## config.mk

```make
export PLATFORM = sky130hd
export DESIGN_NAME = vga_fwd_decoder
export DESIGN_NICKNAME = d
export VERILOG_FILES = /design/src/rtl/vga_fwd_pkg.sv /design/src/rtl/vga_mode_reg.sv /design/src/rtl/vga_range_match.sv /design/src/rtl/vga_claim_stage.sv /design/src/rtl/vga_fwd_decoder.sv
export SDC_FILE = /design/constraint.sdc
export NUM_CORES = 1
export LEC_CHECK = 0
export ABC_AREA = 0
export BUFFER_PORTS_ARGS = -buffer_cell sky130_fd_sc_hd__buf_2
export CAP_MARGIN = 20
export CORE_MARGIN = 3
export CORE_UTILIZATION = 42
export DETAILED_ROUTE_END_ITERATION = 12
export MAX_ROUTING_LAYER = met4
export PLACE_DENSITY = 0.85
export SLEW_MARGIN = 20
export SYNTH_ARGS = -nofsm -noshare
export SYNTH_HDL_FRONTEND = slang
export SYNTH_SLANG_ARGS = --single-unit
export TNS_END_PERCENT = 5
```

## constraint.sdc

```tcl
create_clock -name clk -period 3.45 [get_ports clk]
set_clock_uncertainty 0.05 [all_clocks]
set_input_delay 0.5175 -clock clk [delete_from_list [all_inputs] [get_ports clk]]
set_output_delay 0.5175 -clock clk [all_outputs]
set_load 0.02 [all_outputs]
```

## src/rtl/vga_fwd_pkg.sv

```systemverilog
// Shared codes for the legacy video window claim decoder.
// Assumes bus command codes follow the common 4-bit encoding.
package vga_fwd_pkg;

    typedef enum logic [1:0] {
        HIT_NONE     = 2'b00,
        HIT_MEM      = 2'b01,
        HIT_IO_MONO  = 2'b10,
        HIT_IO_COLOR = 2'b11
    } hit_e;

    localparam logic [1:0] MODE_OFF = 2'b00;
    localparam logic [1:0] MODE_P2S = 2'b01;
    localparam logic [1:0] MODE_S2P = 2'b10;

    localparam logic [3:0] CMD_IO_RD  = 4'b0010;
    localparam logic [3:0] CMD_IO_WR  = 4'b0011;
    localparam logic [3:0] CMD_MEM_RD = 4'b0110;
    localparam logic [3:0] CMD_MEM_WR = 4'b0111;

endpackage

```

## src/rtl/vga_mode_reg.sv

```systemverilog
// Direction mode register. Loads a preload value during reset and accepts
// writes from either port afterwards; the A port wins a same-cycle clash.
// Assumes the caller maps A to the primary port.
module vga_mode_reg #(
    parameter int MODE_W = 2
) (
    input  logic              clk,
    input  logic              rst_n,
    input  logic [MODE_W-1:0] boot_mode,
    input  logic              a_we,
    input  logic [MODE_W-1:0] a_mode,
    input  logic              b_we,
    input  logic [MODE_W-1:0] b_mode,
    output logic [MODE_W-1:0] mode_q
);

    // Preload on reset, then take a write with A-port priority.
    always_ff @(posedge clk) begin
        if (!rst_n)    mode_q <= boot_mode;
        else if (a_we) mode_q <= a_mode;
        else if (b_we) mode_q <= b_mode;
    end

endmodule

```

## src/rtl/vga_range_match.sv

```systemverilog
// Combinational legacy video window matcher for one port.
// Memory commands are checked against an inclusive full-width window.
// I/O commands are checked on the low IO_W bits, with the bits from
// IO_ZERO_LSB upward required to be zero and the bits between ignored.
module vga_range_match
    import vga_fwd_pkg::*;
#(
    parameter int              ADDR_W      = 32,
    parameter logic [31:0]     MEM_LO      = 32'h000A_0000,
    parameter logic [31:0]     MEM_HI      = 32'h000B_FFFF,
    parameter int              IO_W        = 10,
    parameter int              IO_ZERO_LSB = 16,
    parameter logic [9:0]      MONO_LO     = 10'h3B0,
    parameter logic [9:0]      MONO_HI     = 10'h3BB,
    parameter logic [9:0]      COLOR_LO    = 10'h3C0,
    parameter logic [9:0]      COLOR_HI    = 10'h3DF
) (
    input  logic [3:0]        cmd,
    input  logic [ADDR_W-1:0] addr,
    output hit_e              hit
);

    localparam int HI_W = ADDR_W - IO_ZERO_LSB;

    logic            is_mem_cmd;
    logic            is_io_cmd;
    logic            mem_in;
    logic            io_upper_ok;
    logic [IO_W-1:0] io_low;

    assign is_mem_cmd  = (cmd == CMD_MEM_RD) || (cmd == CMD_MEM_WR);
    assign is_io_cmd   = (cmd == CMD_IO_RD)  || (cmd == CMD_IO_WR);
    assign mem_in      = (addr >= ADDR_W'(MEM_LO)) && (addr <= ADDR_W'(MEM_HI));
    assign io_upper_ok = (addr[ADDR_W-1:IO_ZERO_LSB] == {HI_W{1'b0}});
    assign io_low      = addr[IO_W-1:0];

    // Classify the phase into one window or none.
    always_comb begin
        hit = HIT_NONE;
        if (is_mem_cmd && mem_in) begin
            hit = HIT_MEM;
        end else if (is_io_cmd && io_upper_ok) begin
            if ((io_low >= IO_W'(MONO_LO)) && (io_low <= IO_W'(MONO_HI)))
                hit = HIT_IO_MONO;
            else if ((io_low >= IO_W'(COLOR_LO)) && (io_low <= IO_W'(COLOR_HI)))
                hit = HIT_IO_COLOR;
        end
    end

endmodule

```

## src/rtl/vga_claim_stage.sv

```systemverilog
// Output register stage. Captures a claim decision with its direction,
// window and address; clears every field when nothing is claimed.
module vga_claim_stage #(
    parameter int ADDR_W = 32
) (
    input  logic              clk,
    input  logic              rst_n,
    input  logic              take,
    input  logic              dir_in,
    input  logic [1:0]        kind_in,
    input  logic [ADDR_W-1:0] addr_in,
    output logic              claim,
    output logic              dir,
    output logic [1:0]        kind,
    output logic [ADDR_W-1:0] addr
);

    // Register the decision, or clear to idle.
    always_ff @(posedge clk) begin
        if (!rst_n || !take) begin
            claim <= 1'b0;
            dir   <= 1'b0;
            kind  <= 2'b00;
            addr  <= '0;
        end else begin
            claim <= 1'b1;
            dir   <= dir_in;
            kind  <= kind_in;
            addr  <= addr_in;
        end
    end

endmodule

```

## src/rtl/vga_fwd_decoder.sv

```systemverilog
// Legacy video window claim decoder for a two-port bridge.
// One matcher per port; the mode register picks which port may claim.
// Modes 00 and 11 disable claiming. The output lags the phase by one clock.
module vga_fwd_decoder
    import vga_fwd_pkg::*;
#(
    parameter int ADDR_W = 32
) (
    input  logic              clk,
    input  logic              rst_n,
    input  logic [1:0]        boot_mode,
    input  logic              pcfg_we,
    input  logic [1:0]        pcfg_mode,
    input  logic              scfg_we,
    input  logic [1:0]        scfg_mode,
    input  logic              p_valid,
    input  logic [3:0]        p_cmd,
    input  logic [ADDR_W-1:0] p_addr,
    input  logic              s_valid,
    input  logic [3:0]        s_cmd,
    input  logic [ADDR_W-1:0] s_addr,
    output logic              claim,
    output logic              fwd_to_pri,
    output logic [1:0]        hit_kind,
    output logic [ADDR_W-1:0] fwd_addr
);

    localparam int NPORT = 2;

    logic [1:0]        mode_q;
    logic [3:0]        cmd_a  [NPORT];
    logic [ADDR_W-1:0] addr_a [NPORT];
    logic              vld_a  [NPORT];
    hit_e              hit_a  [NPORT];

    logic              take_d;
    logic              dir_d;
    logic [1:0]        kind_d;
    logic [ADDR_W-1:0] addr_d;

    assign cmd_a[0]  = p_cmd;
    assign cmd_a[1]  = s_cmd;
    assign addr_a[0] = p_addr;
    assign addr_a[1] = s_addr;
    assign vld_a[0]  = p_valid;
    assign vld_a[1]  = s_valid;

    vga_mode_reg #(.MODE_W(2)) u_mode (
        .clk       (clk),
        .rst_n     (rst_n),
        .boot_mode (boot_mode),
        .a_we      (pcfg_we),
        .a_mode    (pcfg_mode),
        .b_we      (scfg_we),
        .b_mode    (scfg_mode),
        .mode_q    (mode_q)
    );

    for (genvar g = 0; g < NPORT; g++) begin : g_port
        vga_range_match #(.ADDR_W(ADDR_W)) u_match (
            .cmd  (cmd_a[g]),
            .addr (addr_a[g]),
            .hit  (hit_a[g])
        );
    end

    // Select the port the mode enables and form the claim decision.
    always_comb begin
        take_d = 1'b0;
        dir_d  = 1'b0;
        kind_d = 2'b00;
        addr_d = '0;
        if (mode_q == MODE_P2S && vld_a[0] && hit_a[0] != HIT_NONE) begin
            take_d = 1'b1;
            dir_d  = 1'b0;
            kind_d = hit_a[0];
            addr_d = addr_a[0];
        end else if (mode_q == MODE_S2P && vld_a[1] && hit_a[1] != HIT_NONE) begin
            take_d = 1'b1;
            dir_d  = 1'b1;
            kind_d = hit_a[1];
            addr_d = addr_a[1];
        end
    end

    vga_claim_stage #(.ADDR_W(ADDR_W)) u_out (
        .clk     (clk),
        .rst_n   (rst_n),
        .take    (take_d),
        .dir_in  (dir_d),
        .kind_in (kind_d),
        .addr_in (addr_d),
        .claim   (claim),
        .dir     (fwd_to_pri),
        .kind    (hit_kind),
        .addr    (fwd_addr)
    );

endmodule

```

==> metrics.csv <==
stage;metric;value;unit
die;FP Rows;21;
route;DRT Wirelength;4220;um
finish;area of the multi-input gates;734;um2
worst_setup_path;Slowest Stage Delay on Critical Path;0.77;ns
power;Pwr Density;407;nW/um2
logic_synthesis;Yosys warning count;0;
finish;design area;2270;um2
grt;vias in the first global route;1455;
worst_setup_path;critical path type;in -> reg;
cts;H-tree depth;2;
route;ANT nets after route;0;
grt;largest net degree at the start of global routing;42;
outcome;status;finished clean;
die;die area;4390;um2
die;IO Count;120;
power;P_leak;1.13;nW
route;DR WL/cell;12.8;um
finish;Diodes inserted;0;
logic_synthesis;synthesized instance count;156;
worst_setup_path;worst reg2reg path depth;4;
sta;RSZ-0062 raised after global routing;false;
route;DR vias/cell;4.93;
cts;Clock Path Buffers;2;
cts;clock transition at the registers of the reported paths;0.12;ns
placement;post-DP HPWL;3320;um
worst_setup_path;Critical Path Slowest Stage Cell;a2111o_1;
power;IR drop worst, VDD;0.210;mV
sta;Final Hold Slack;0.384;ns
worst_setup_path;critical path peak fanout;19;
logic_synthesis;Main synth FF type;dfxtp_1;
grt;global-route wire length before repair;6270;um
worst_setup_path;crit-path cells;buf_2 > nor4_2 > nand2_1 > a2111o_1 > o22ai_1;
logic_synthesis;Synth top area share;47.3;%
die;CORE AREA;3420;um2
worst_hold_path;Hold Path Class;in -> reg;
sta;Max Transition Viols Final;0;
placement;Final GP Congestion;0.774;
sta;Final setup viols;0;
sta;fmax;530;MHz
worst_setup_path;WP data arrival;2.08;ns
finish;FF+latch area;781;um2
cts;post-cts sizing count;0;
logic_synthesis;Async S/R FF share, synth;0;%
cts;root buf cell;clkbuf_4;
worst_setup_path;Worst setup EP type;register;
die;Die Y;66.2;um
sta;post-route minimum period;1.89;ns
sta;Slew HR;43.4;%
logic_synthesis;Post-synth EDFFs;2;
die;initial core utilization;44.6;%
placement;Cells after DPL;323;
route;drt pass-1 iters;4;
route;vias;1632;
route;DRC Markers;0;
flow_run;Max-Cap Viols;0;
worst_setup_path;CP required;3.64;ns
logic_synthesis;syn_area_per_cell;9.77;um2
route;DRT iter0 DRCs;63;
sta;worst-margin pin slew;0.849;ns
logic_synthesis;Yosys reg bits;38;
logic_synthesis;sequential share of the synthesized area;51.2;%
grt;GRT Util Overall;19.2;%
die;Die Width;66.2;um
sta;setup TNS;0;ns
placement;Area after DPL;2170;um2
logic_synthesis;Synth top cells by count;36 x dfxtp_1, 36 x nand2_1, 9 x o22ai_2;
logic_synthesis;mapped cell area;1520;um2
logic_synthesis;most area-hungry cell type in the Yosys netlist;dfxtp_1;
cts;Setup Fix Bufs, Post-CTS;0;
placement;port buffer count;117;
cts;clk_lat worst skew;0.32;ns
cts;CTS tree;yes;
finish;share of post-route cells with drive strength above 1;49.1;%
sta;Period Utilization, post-route;54.7;%
grt;GRT overflow;0;
sta;final hold vios;0;
finish;# fillers;300;
cts;Num CTS Buffers;5;
cts;CTS Sinks;38;
finish;Final Util;66.5;%
worst_hold_path;hold depth;3;
grt;initial antenna violation count;0;
logic_synthesis;Cell variety after synth;42;
logic_synthesis;top cells by area, synth;dfxtp_1 47%, nand2_1 8.9%, o22ai_2 7.4%;
cts;Hold Buf Count CTS;0;
worst_setup_path;CP startpoint kind;input port;
finish;Layout area overhead;49.1;%
finish;Final nets;368;
finish;Non-Filler Instances;331;
## logic make-up (layout without fill, tap and decap cells)
family	Yosys count	count (layout)	share of synthesized area, %
buffers and inverters	10	127	3.53
muxes	2	2	1.31
other	1	13	0.246
DFF	38	38	51.2
AOI/OAI and AO/OA	32	32	17.4
and+or+nand+nor	73	73	26.3
## worst paths after layout
kind	to	slack, ns	from
hold / removal	u_out.addr[15]	0.38	s_addr[15]
hold reg to reg	u_out.addr[19]	0.73	u_mode.mode_q[1]
setup / recovery	u_out.addr[0]	1.56	s_addr[19]
setup reg to reg	u_out.addr[0]	1.60	u_mode.mode_q[1]
## through the flow
step / power (W) / setup slack [ns]
global route: 0.000963 / 1.43
detailed placement: 0.000577 / 1.21
floorplan: 0.000515 / 1.61
CTS: 0.000932 / 1.56
finish: 0.000926 / 1.56
global placement: 0.000573 / 1.27
## cells in the final DEF, fill, tap and decap left out, types with 2 or more instances in the layout
master,count
inv_1,2
o22ai_2,9
clkbuf_4,5
a21oi_1,5
nor3_1,2
dfxtp_1,36
o21a_1,2
and3_1,2
buf_2,117
nand3b_1,2
nand3_1,3
nand4_1,3
o22ai_1,8
edfxtp_1,2
nand2_1,36
conb_1,13
nor4_1,3
mux2i_1,2
nor4b_1,2
nor2_1,5
or4_1,2
or3_1,2
## per-layer routing
metal	part of all wire [%]	track usage (%)	routed length, um	vias up
li1	-	-	-	811
met4	0.95	5.33	40	0
met5	0	-	0	-
met1	38	20.5	1610	742
met2	53	34.4	2220	75
met3	8.1	5.44	342	4
## power breakdown
| group | total (W) | leakage, nW | switching [W] | internal, W |
|---|---|---|---|---|
| registers | 0.000456 | 0.315 | 0.00000271 | 0.000453 |
| logic | 0.000111 | 0.763 | 0.0000574 | 0.0000535 |
| clock network | 0.000359 | 0.0567 | 0.000142 | 0.000216 |
## critical path: cells and delay by family
| family | cells | cell delay (ns) |
|---|---|---|
| AND/OR/NAND/NOR | 2 | 0.41 |
| AO/OA/AOI/OAI | 2 | 1.04 |
| buffers and inverters | 1 | 0.11 |
## sequential cells by signal (all words and copies together), names as in the netlist
signal,count
u_mode.mode_q,2
u_out.addr,32
u_out.claim,1
u_out.dir,1
u_out.kind,2
## cell type report
| type | count | share of cell area, % |
|---|---|---|
| Clock buffer | 7 | 3.36 |
| Clock inverter | 1 | 1.32 |
| Inverter | 2 | 0.330 |
| Multi-Input combinational cell | 120 | 32.3 |
| Sequential cell | 38 | 34.4 |
| Tap cell | 46 | 2.53 |
| Timing Repair Buffer | 117 | 25.8 |
(Power assumes the default switching activity.)
